<file path="config.mk">
export PLATFORM = sky130hd
export DESIGN_NAME = sgf_framer
export DESIGN_NICKNAME = d
export VERILOG_FILES = /design/src/rtl/sgf_pkg.sv /design/src/rtl/sgf_byte_src.sv /design/src/rtl/sgf_crc_acc.sv /design/src/rtl/sgf_framer.sv
export SDC_FILE = /design/constraint.sdc
export NUM_CORES = 1
export LEC_CHECK = 0
export BUFFER_PORTS_ARGS = -buffer_cell sky130_fd_sc_hd__clkbuf_2
export CAP_MARGIN = 20
export CORE_MARGIN = 4
export CORE_UTILIZATION = 55
export CTS_BUF_LIST = sky130_fd_sc_hd__clkbuf_8
export CTS_CLUSTER_DIAMETER = 50
export DETAILED_ROUTE_END_ITERATION = 12
export PLACE_DENSITY_LB_ADDON = 0.2
export SYNTH_ARGS = -nofsm -noshare
export SYNTH_HDL_FRONTEND = slang
export SYNTH_SLANG_ARGS = --single-unit
</file>
<file path="constraint.sdc">
create_clock -name clk -period 6 [get_ports clk]
set_input_delay 0.9 -clock clk [delete_from_list [all_inputs] [get_ports clk]]
set_output_delay 0.9 -clock clk [all_outputs]
set_load 0.1 [all_outputs]
</file>
<file path="src/rtl/sgf_pkg.sv">
package sgf_pkg;

    localparam logic [15:0] SGF_CRC_SEED = 16'hB5D2;
    localparam logic [15:0] SGF_CRC_POLY = 16'h1021;
    localparam logic [7:0]  SGF_PRE_0    = 8'h71;
    localparam logic [7:0]  SGF_PRE_1    = 8'h0F;
    localparam logic [7:0]  SGF_PRE_2    = 8'h55;
    localparam int unsigned SGF_PRE_LEN  = 3;
    localparam int unsigned SGF_CRC_LEN  = 2;

    typedef enum logic [2:0] {
        ST_IDLE,
        ST_LEN,
        ST_PRE,
        ST_BODY,
        ST_CRC_HI,
        ST_CRC_LO
    } sgf_state_e;

    function automatic logic [7:0] sgf_bitrev(input logic [7:0] b);
        logic [7:0] r;
        for (int i = 0; i < 8; i++) begin
            r[i] = b[7-i];
        end
        return r;
    endfunction

    function automatic logic [15:0] sgf_crc_step(input logic [15:0] c, input logic [7:0] b);
        logic [15:0] r;
        logic        fb;
        r = c;
        for (int i = 7; i >= 0; i--) begin
            fb = r[15] ^ b[i];
            r  = {r[14:0], 1'b0} ^ (fb ? SGF_CRC_POLY : 16'h0000);
        end
        return r;
    endfunction

endpackage

</file>
<file path="src/rtl/sgf_byte_src.sv">
module sgf_byte_src
    import sgf_pkg::*;
#(
    parameter int MAX_ADDR = 5,
    parameter int MAX_PAY  = 26,
    parameter int ALW      = 3,
    parameter int POSW     = 5
) (
    input  logic [MAX_ADDR*8-1:0] addr_flat,
    input  logic [MAX_PAY*8-1:0]  pay_flat,
    input  logic [ALW-1:0]        alen,
    input  logic [POSW-1:0]       pos,
    input  logic                  scr_en,
    input  logic [7:0]            scr_byte,
    output logic [7:0]            body_byte
);

    logic [POSW-1:0] alen_w;
    logic [POSW-1:0] a_idx;
    logic [POSW-1:0] p_idx;
    logic [7:0]      a_sel;
    logic [7:0]      p_sel;
    logic [7:0]      raw;

    assign alen_w = POSW'(alen);
    assign a_idx  = alen_w - pos - POSW'(1);
    assign p_idx  = pos - alen_w;

    // Address walks downward from the last stored byte.
    always_comb begin
        a_sel = '0;
        for (int i = 0; i < MAX_ADDR; i++) begin
            if (a_idx == POSW'(i)) a_sel = addr_flat[i*8 +: 8];
        end
    end

    // Payload walks upward, each byte mirrored.
    always_comb begin
        p_sel = '0;
        for (int j = 0; j < MAX_PAY; j++) begin
            if (p_idx == POSW'(j)) p_sel = sgf_bitrev(pay_flat[j*8 +: 8]);
        end
    end

    assign raw       = (pos < alen_w) ? a_sel : p_sel;
    assign body_byte = raw ^ (scr_en ? scr_byte : 8'h00);

endmodule

</file>
<file path="src/rtl/sgf_crc_acc.sv">
module sgf_crc_acc
    import sgf_pkg::*;
(
    input  logic        clk,
    input  logic        rst,
    input  logic        clear,
    input  logic        en,
    input  logic [7:0]  din,
    output logic [15:0] crc
);

    always_ff @(posedge clk) begin
        if (rst || clear) begin
            crc <= SGF_CRC_SEED;
        end else if (en) begin
            crc <= sgf_crc_step(crc, din);
        end
    end

endmodule

</file>
<file path="src/rtl/sgf_framer.sv">
module sgf_framer
    import sgf_pkg::*;
#(
    parameter int MAX_ADDR = 5,
    parameter int MIN_ADDR = 3,
    parameter int MAX_PAY  = 26,
    localparam int ALW     = $clog2(MAX_ADDR + 1),
    localparam int PLW     = $clog2(MAX_PAY + 1) + 1,
    localparam int POSW    = $clog2(MAX_ADDR + MAX_PAY + 1),
    localparam int XW      = $clog2(MAX_ADDR - MIN_ADDR + MAX_PAY + 1)
) (
    input  logic                  clk,
    input  logic                  rst,
    input  logic                  start,
    input  logic [ALW-1:0]        addr_len_req,
    input  logic [MAX_ADDR*8-1:0] addr,
    input  logic [PLW-1:0]        pay_len,
    input  logic [MAX_PAY*8-1:0]  payload,
    input  logic                  scr_en,
    output logic [POSW-1:0]       scr_idx,
    input  logic [7:0]            scr_byte,
    output logic [XW-1:0]         xo_idx,
    output logic                  xo_scr,
    input  logic [15:0]           xo_word,
    output logic [7:0]            out_data,
    output logic                  out_valid,
    input  logic                  out_ready,
    output logic                  done,
    output logic                  err
);

    sgf_state_e            state;
    logic [POSW-1:0]       cnt;
    logic [ALW-1:0]        alen_q;
    logic [PLW-1:0]        plen_q;
    logic                  scr_q;
    logic [MAX_ADDR*8-1:0] addr_q;
    logic [MAX_PAY*8-1:0]  pay_q;
    logic                  done_q;
    logic                  err_q;

    logic [ALW-1:0]        alen_c;
    logic                  len_bad;
    logic                  go;
    logic                  acc;
    logic [POSW-1:0]       total;
    logic [7:0]            body_byte;
    logic [15:0]           crc_run;
    logic [15:0]           crc_fin;

    // Request decode
    always_comb begin
        if (addr_len_req < ALW'(MIN_ADDR))      alen_c = ALW'(MIN_ADDR);
        else if (addr_len_req > ALW'(MAX_ADDR)) alen_c = ALW'(MAX_ADDR);
        else                                    alen_c = addr_len_req;
    end

    assign len_bad = (pay_len == '0) || (pay_len > PLW'(MAX_PAY));
    assign go      = (state == ST_IDLE) && start && !len_bad;
    assign acc     = out_valid && out_ready;
    assign total   = POSW'(alen_q) + POSW'(plen_q);

    // Sequencer
    always_ff @(posedge clk) begin
        if (rst) begin
            state  <= ST_IDLE;
            cnt    <= '0;
            alen_q <= ALW'(MIN_ADDR);
            plen_q <= PLW'(1);
            scr_q  <= 1'b0;
            addr_q <= '0;
            pay_q  <= '0;
            done_q <= 1'b0;
            err_q  <= 1'b0;
        end else begin
            done_q <= 1'b0;
            err_q  <= 1'b0;
            unique case (state)
                ST_IDLE: begin
                    if (start && len_bad) begin
                        err_q <= 1'b1;
                    end else if (go) begin
                        alen_q <= alen_c;
                        plen_q <= pay_len;
                        scr_q  <= scr_en;
                        addr_q <= addr;
                        pay_q  <= payload;
                        cnt    <= '0;
                        state  <= ST_LEN;
                    end
                end
                ST_LEN: begin
                    if (acc) begin
                        cnt   <= '0;
                        state <= ST_PRE;
                    end
                end
                ST_PRE: begin
                    if (acc) begin
                        if (cnt == POSW'(SGF_PRE_LEN - 1)) begin
                            cnt   <= '0;
                            state <= ST_BODY;
                        end else begin
                            cnt <= cnt + POSW'(1);
                        end
                    end
                end
                ST_BODY: begin
                    if (acc) begin
                        if (cnt == total - POSW'(1)) begin
                            cnt   <= '0;
                            state <= ST_CRC_HI;
                        end else begin
                            cnt <= cnt + POSW'(1);
                        end
                    end
                end
                ST_CRC_HI: begin
                    if (acc) state <= ST_CRC_LO;
                end
                ST_CRC_LO: begin
                    if (acc) begin
                        done_q <= 1'b1;
                        state  <= ST_IDLE;
                    end
                end
                default: state <= ST_IDLE;
            endcase
        end
    end

    sgf_byte_src #(
        .MAX_ADDR (MAX_ADDR),
        .MAX_PAY  (MAX_PAY),
        .ALW      (ALW),
        .POSW     (POSW)
    ) u_src (
        .addr_flat (addr_q),
        .pay_flat  (pay_q),
        .alen      (alen_q),
        .pos       (cnt),
        .scr_en    (scr_q),
        .scr_byte  (scr_byte),
        .body_byte (body_byte)
    );

    sgf_crc_acc u_crc (
        .clk   (clk),
        .rst   (rst),
        .clear (go),
        .en    (acc && (state == ST_BODY)),
        .din   (body_byte),
        .crc   (crc_run)
    );

    assign scr_idx = cnt;
    assign xo_idx  = XW'(alen_q) - XW'(MIN_ADDR) + XW'(plen_q);
    assign xo_scr  = scr_q;
    assign crc_fin = crc_run ^ xo_word;

    always_comb begin
        unique case (state)
            ST_LEN:    out_data = 8'(total) + 8'(SGF_PRE_LEN + SGF_CRC_LEN);
            ST_PRE: begin
                if (cnt == POSW'(0))      out_data = SGF_PRE_0;
                else if (cnt == POSW'(1)) out_data = SGF_PRE_1;
                else                      out_data = SGF_PRE_2;
            end
            ST_BODY:   out_data = body_byte;
            ST_CRC_HI: out_data = crc_fin[15:8];
            ST_CRC_LO: out_data = crc_fin[7:0];
            default:   out_data = 8'h00;
        endcase
    end

    assign out_valid = (state != ST_IDLE);
    assign done      = done_q;
    assign err       = err_q;

    AST_ALEN_CLAMPED: assert property (@(posedge clk) disable iff (rst)
        out_valid |-> (alen_q >= ALW'(MIN_ADDR)) && (alen_q <= ALW'(MAX_ADDR)));
    AST_SCR_IDX_RANGE: assert property (@(posedge clk) disable iff (rst)
        (state == ST_BODY) |-> (scr_idx < total));
    AST_BUSY_HOLDS_REQ: assert property (@(posedge clk) disable iff (rst)
        (out_valid && start) |=> $stable(alen_q) && $stable(plen_q) && $stable(scr_q));
    AST_DONE_ONE_CYCLE: assert property (@(posedge clk) disable iff (rst)
        done |=> !done);
    AST_ERR_SILENT: assert property (@(posedge clk) disable iff (rst)
        err |-> !out_valid);
    AST_STALL_HOLDS: assert property (@(posedge clk) disable iff (rst)
        (out_valid && !out_ready) |=> out_valid && $stable(scr_idx) && $stable(xo_idx) && $stable(state));

endmodule

</file>
## After elaboration in Yosys (flattened, before gate mapping)

Index checks and enable logic that the tools add are counted.

| operators by class | value |
|---|---|
| multiply operators | 0 |
| div/mod/pow operators | 0 |
| equal/unequal tests | 46 |
| bitwise operators | 21 |
| magnitude comparators | 4 |
| multiplexer cells | 66 |
| reductions and logical operators | 20 |
| add/sub/neg operators | 9 |
| shift-type cells | 0 |

Operators with widths:

| kind | count |
|---|---|
| two-way mux 8 bit | 33 |
| bitwise XOR 16 bit | 9 |
| two-way mux 13 bit | 8 |
| == test 5 bit (second input constant) | 10 |
| == test 5 x 4 -> 1 bit (second input constant) | 8 |
| case mux 8 bit (5 select lines) | 1 |
| two-way mux 5 bit | 7 |
| two-way mux 3 bit | 11 |
| == test 5 x 2 -> 1 bit (second input constant) | 5 |
| == test 5 x 3 -> 1 bit (second input constant) | 5 |
| case mux 5 bit (4 select lines) | 1 |
| case mux 3 bit (6 select lines) | 1 |
| != test 2 bit (second input constant) | 8 |
| == test 5 x 1 -> 1 bit (second input constant) | 3 |
| zero test 5 bit | 3 |
| two-way mux 7 bit | 2 |
| subtractor 5 x 1 -> 5 bit (second input constant) | 2 |
| AND reduction 9 bit | 1 |
| bitwise XOR 1 bit | 8 |
| bitwise XOR 8 bit | 1 |
| adder 5 x 3 -> 6 bit (second input constant) | 1 |
| == test 3 x 2 -> 1 bit (second input constant) | 2 |
| == test 3 bit (second input constant) | 2 |
| greater-than comparator 6 x 5 -> 1 bit (second input constant) | 1 |
| 24 further kinds | 33 |

| word-level totals | value |
|---|---|
| memories kept | 0 |
| register bits | 283 |
| bits in latches | 0 |
| input port bits | 286 |
| RAM bits | 0 |
| word-level logic and storage cells | 176 |
| output and inout bits | 22 |
| ROM bits | 0 |

## Longest topological paths before layout

| logic depth | value |
|---|---|
| depth after elaboration | 54 |
| depth in mapped cells | 17 |
| depth with buffers taken out | 14 |

## Modules after synthesis

From an unflattened synthesis, not the netlist that was laid out.

| unflattened totals | value |
|---|---|
| cells, all modules | 1883 |
| area total of the unflattened synthesis | 14431.3 um^2 |

By module, submodules not included:

| module | area an instance (um^2) | seq. area each (um^2) | cells each | times used |
|---|---|---|---|---|
| sgf_framer | 10212.3 | 5345.1 | 1311 | 1 |
| sgf_byte_src | 3279.4 | 0.0 | 492 | 1 |
| sgf_crc_acc | 939.7 | 320.3 | 80 | 1 |

## Worst setup path after synthesis

No wires, ideal clock.

| timing | value |
|---|---|
| path kind | flip-flop to output port |
| from | register cnt[0] (netlist: scr_idx[0]) |
| to | output out_data[2] |
| data arrival time | 6.192 ns |
| path buffers | 5 |
| required time | 5.100 ns |
| cell stages (with the launch flop) | 16 |
| path slack | -1.092 ns |
| cells stage by stage | dfxtp_1 inv_1 ha_1 fa_1 clkbuf_1 buf_2 buf_2 buf_2 clkbuf_1 mux4_2 a22oi_1 nor2_1 a21oi_1 o21ai_1 xor2_1 o21ai_0 |

| on the way | value |
|---|---|
| word-level cells in the longest chain between the ends | 31 |
| elaborated cells between the ends (all ways) | 71 |
| those cells by class | add/sub (3); order compare (1); eq/ne (29); mux (34); bitwise (1); reduce/logical (3) |

Ends and longest elaborated chain:

| what | line | RTL |
|---|---|---|
| from (decl) | sgf_framer.sv:33 | `logic [POSW-1:0] cnt;` |
| from (signal assigned) | sgf_framer.sv:104 | `cnt <= cnt + POSW'(1);` |
| from (signal assigned) | sgf_framer.sv:114 | `cnt <= cnt + POSW'(1);` |
| subtractor 5 x 3 -> 5 bit | sgf_byte_src.sv:27 | `assign p_idx = pos - alen_w;` |
| zero test 5 bit | sgf_byte_src.sv:41 | `if (p_idx == POSW'(j)) p_sel = sgf_bitrev(pay_flat[j*8 +: 8]);` |
| two-way mux 8 bit (26 in series) | sgf_byte_src.sv:41 |  |
| two-way mux 8 bit | sgf_byte_src.sv:45 | `assign raw = (pos < alen_w) ? a_sel : p_sel;` |
| bitwise XOR 8 bit | sgf_byte_src.sv:46 | `assign body_byte = raw ^ (scr_en ? scr_byte : 8'h00);` |
| case mux 8 bit (5 select lines) (*) | sgf_framer.sv:162 | `unique case (state)` |
| to (decl) | sgf_framer.sv:25 | `output logic [7:0] out_data,` |

Every way passes the cells marked *; elsewhere a longest branch is shown, timed or not.

## Final worst setup path

| timing | value |
|---|---|
| from | register cnt[0] (netlist: scr_idx[0]) |
| to | output out_data[3] |

Same word-level chain as after synthesis.

==> impl_metrics.tcl <==
set metrics [dict create \
    final_common_cell "nand2_1" \
    hold_slack_ns 0.4528 \
    hold_buffers 0 \
    path_delay_family "compound AO/OA/AOI/OAI gates" \
    tns_ns 0 \
    cts_tree "built" \
    worstSetupEndpointType "output port" \
    ir_drop_mv 0.2829 \
    cts.clk_slew.worst_paths_ns 0.06 \
    synthSimpleGateAreaFrac_pct 23.33 \
    timing.fmax_mhz 174.7 \
    crit_type "flop to output port" \
    drtIter0Drc 1227 \
    numCtsBuffers 47 \
    cp_slowest_cell "fa_4" \
    setup_violations 0 \
    synth-edff-count 0 \
    total_power_mw 5.176 \
    rsz0062_at_grt "false" \
    drive_gt1_share_pct 21.00 \
    clk_path_buf_depth 3 \
    syn_to_final_growth_pct 18.83 \
    arrival_ns 4.82 \
    crit_top_cell "a31oi_1" \
    worst_pin_slew_ns 0.9897 \
    max_slew_margin_pct 34.02 \
    outcome "complete, no violations" \
    cts.sink_count 283 \
    cp_max_fo 34 \
    cp-start-kind "flop" \
    yosys-top-cells-area "dfxtp_1 (40%), nand2_1 (16%), a21oi_1 (11%)" \
    cpPeakStageDelay_ns 0.84 \
    powerDensity_nw_per_um2 303.9 \
    clock-root-buffer "clkbuf_8" \
    io_buffers 307 \
    track_usage_pct 31.63 \
    globalRouteOverflowTotal 0 \
    dieArea_um2 28710 \
    fillers 2221 \
    muxShareOfSynthArea_pct 6.294 \
    ant_nets 0 \
    h-tree-depth 2 \
    ys.flop_type "dfxtp_1" \
    drc_errors 0 \
    synthesis.nets 2186 \
    die_w_um 169.4 \
    drt_pre_antenna_iters 5 \
    fin_crit_ns 5.725 \
    antenna_found_initial 0 \
    drv_slew 0 \
    path_cells "inv_1 > ha_4 > fa_4 > buf_12 > nor2_1 > nand2_1 > a31oi_1 > a221oi_1 > a21o_1 > a31oi_1 > xor2_1 > o21ai_2 > clkbuf_2" \
    synth_warnings 0 \
    synth_seq_cells 283 \
    critical_path_buf_inv_count 3 \
    ios 308 \
    post-dp-hpwl_mm 34.49 \
    gp_routability_congestion 0.9771 \
    diodes 0 \
    drv_cap 0 \
    synth_compound_area_share_pct 20.07 \
    ys_seq_area_share_pct 39.53 \
    place_area_um2 16040 \
    synth.top_cell.area_share_pct 39.53 \
    cts_resized 0 \
    stdcell_area_um2 17030 \
    period_share_pct 95.41 \
    synth_cell_types 76 \
    start_util_pct 56.43 \
    skew_ns 0.03031 \
    yosysTopAreaCell "dfxtp_1" \
    wl_mm 47.26 \
    routedWlPerCell_um 19.07 \
    clock_latency_ns 0.58 \
    fin_nets 2421 \
    rows 58 \
    syn_inst 1878 \
    hold_class "flop to flop" \
    synth_xor_area_share_pct 4.295 \
    async_flop_share_pct 0 \
    die_h_um 169.4 \
    avgSynthCellArea_um2 7.632 \
    cts_setup_buffers 0 \
    vias_per_cell 5.818 \
    coreArea_um2 25400 \
    hold_viol 0 \
    critPathRequiredTime_ns 5.10 \
    cellLeakagePower_nw 6.688 \
    final_cell_mix "nand2_1 (593), a21oi_1 (305), clkbuf_2 (300), dfxtp_1 (280), clkbuf_8 (58)" \
    synthAdderAreaFrac_pct 2.078 \
    via_count 14420 \
    synth_top_family_by_area "simple AND/OR/NAND/NOR gates" \
    grt_max_degree 120 \
    syn_area_um2 14330 \
    grt_pass1_wl_mm 73.55 \
    first_global_vias 13910 \
]
-- tightest hold or removal path, stage by stage (launching register included) --
cell and delay, ns:
dfxtp_1 0.30, nand2_1 0.05, a21oi_1 0.05
-- metal layers --
metal	vias to the layer above	GRT usage, %	wire [µm]	share of wire [%]
li1	6947	-	-	-
met1	6798	42.93	20040	42
met2	593	53.24	22780	48
met3	78	4.426	3337	7.1
met4	0	8.715	1105	2.3
met5	-	0	0	0
-- Yosys cell counts (6+ instances only) --
library cell,number
nand2_1,593
a21oi_1,305
dfxtp_1,283
clkbuf_1,116
nor2_1,50
xnor2_1,46
o21ai_0,42
nand3_1,38
mux2i_1,26
nor3_1,23
mux4_2,22
buf_2,21
ha_1,19
xor2_1,19
a211oi_1,15
and3_1,13
inv_1,13
mux2_2,13
nor2b_1,13
a21o_1,11
a221oi_1,11
a22oi_1,11
nand2b_1,11
o22ai_1,11
a31oi_1,10
o211ai_1,9
and2_1,7
nand4_1,7
o21ai_1,7
a211o_1,6
a221o_1,6
nor3b_1,6
nor4_1,6
o221ai_1,6
-- final cells by class --
type	instances	area, µm²	area share, %
clock inverter	27	206.4	1.212
multi-input combinational	1436	8095	47.53
sequential	283	5672	33.30
timing repair buffer	329	1800	10.57
inverter	16	60.06	0.3526
tap	330	412.9	2.424
clock buffer	57	784.5	4.606
-- worst paths after layout --
kind,from,endpoint,slack (ns),depth (start not counted)
max,scr_idx[0]$_SDFFE_PP0P_,out_data[3],0.28,13
min,pay_q[73]$_SDFFE_PP0P_,pay_q[73]$_SDFFE_PP0P_,0.45,2
max reg2reg,scr_idx[0]$_SDFFE_PP0P_,u_crc.crc[6]$_SDFFE_PP1P_,1.18,14
min reg2reg,pay_q[73]$_SDFFE_PP0P_,pay_q[73]$_SDFFE_PP0P_,0.45,2
-- state kept, by name, summed over array words and instances (netlist names) --
name and flops:
plen_q 5, alen_q 3, addr_q 40, pay_q 208, err 1, u_crc.crc 16
xo_scr 1, done 1, scr_idx 5, state 3
-- power breakdown --
part	internal [mW]	total, mW	leakage, nW	switching (mW)
Sequential	2.03	2.13	2.31	0.108
Clock	0.995	1.78	0.563	0.782
Combinational	0.427	1.26	3.82	0.838
-- cells by family after synthesis --
group	after synthesis
adders and majority gates	22
muxes	61
AOI/OAI and AO/OA	491
buffers and inverters	159
xor gates and xnor gates	67
DFF	283
and+or+nand+nor	795
-- stage by stage --
stage	setup WS [ns]	std cells	util (%)
floorplan	0.1492	1878	-
global placement	0.9867	2394	63.15
detailed placement	0.9286	2394	63.15
CTS	0.3310	2478	67.05
global route	0.04763	2478	67.05
finish	0.2754	2478	67.05
Power figures use the tool's default switching activity.
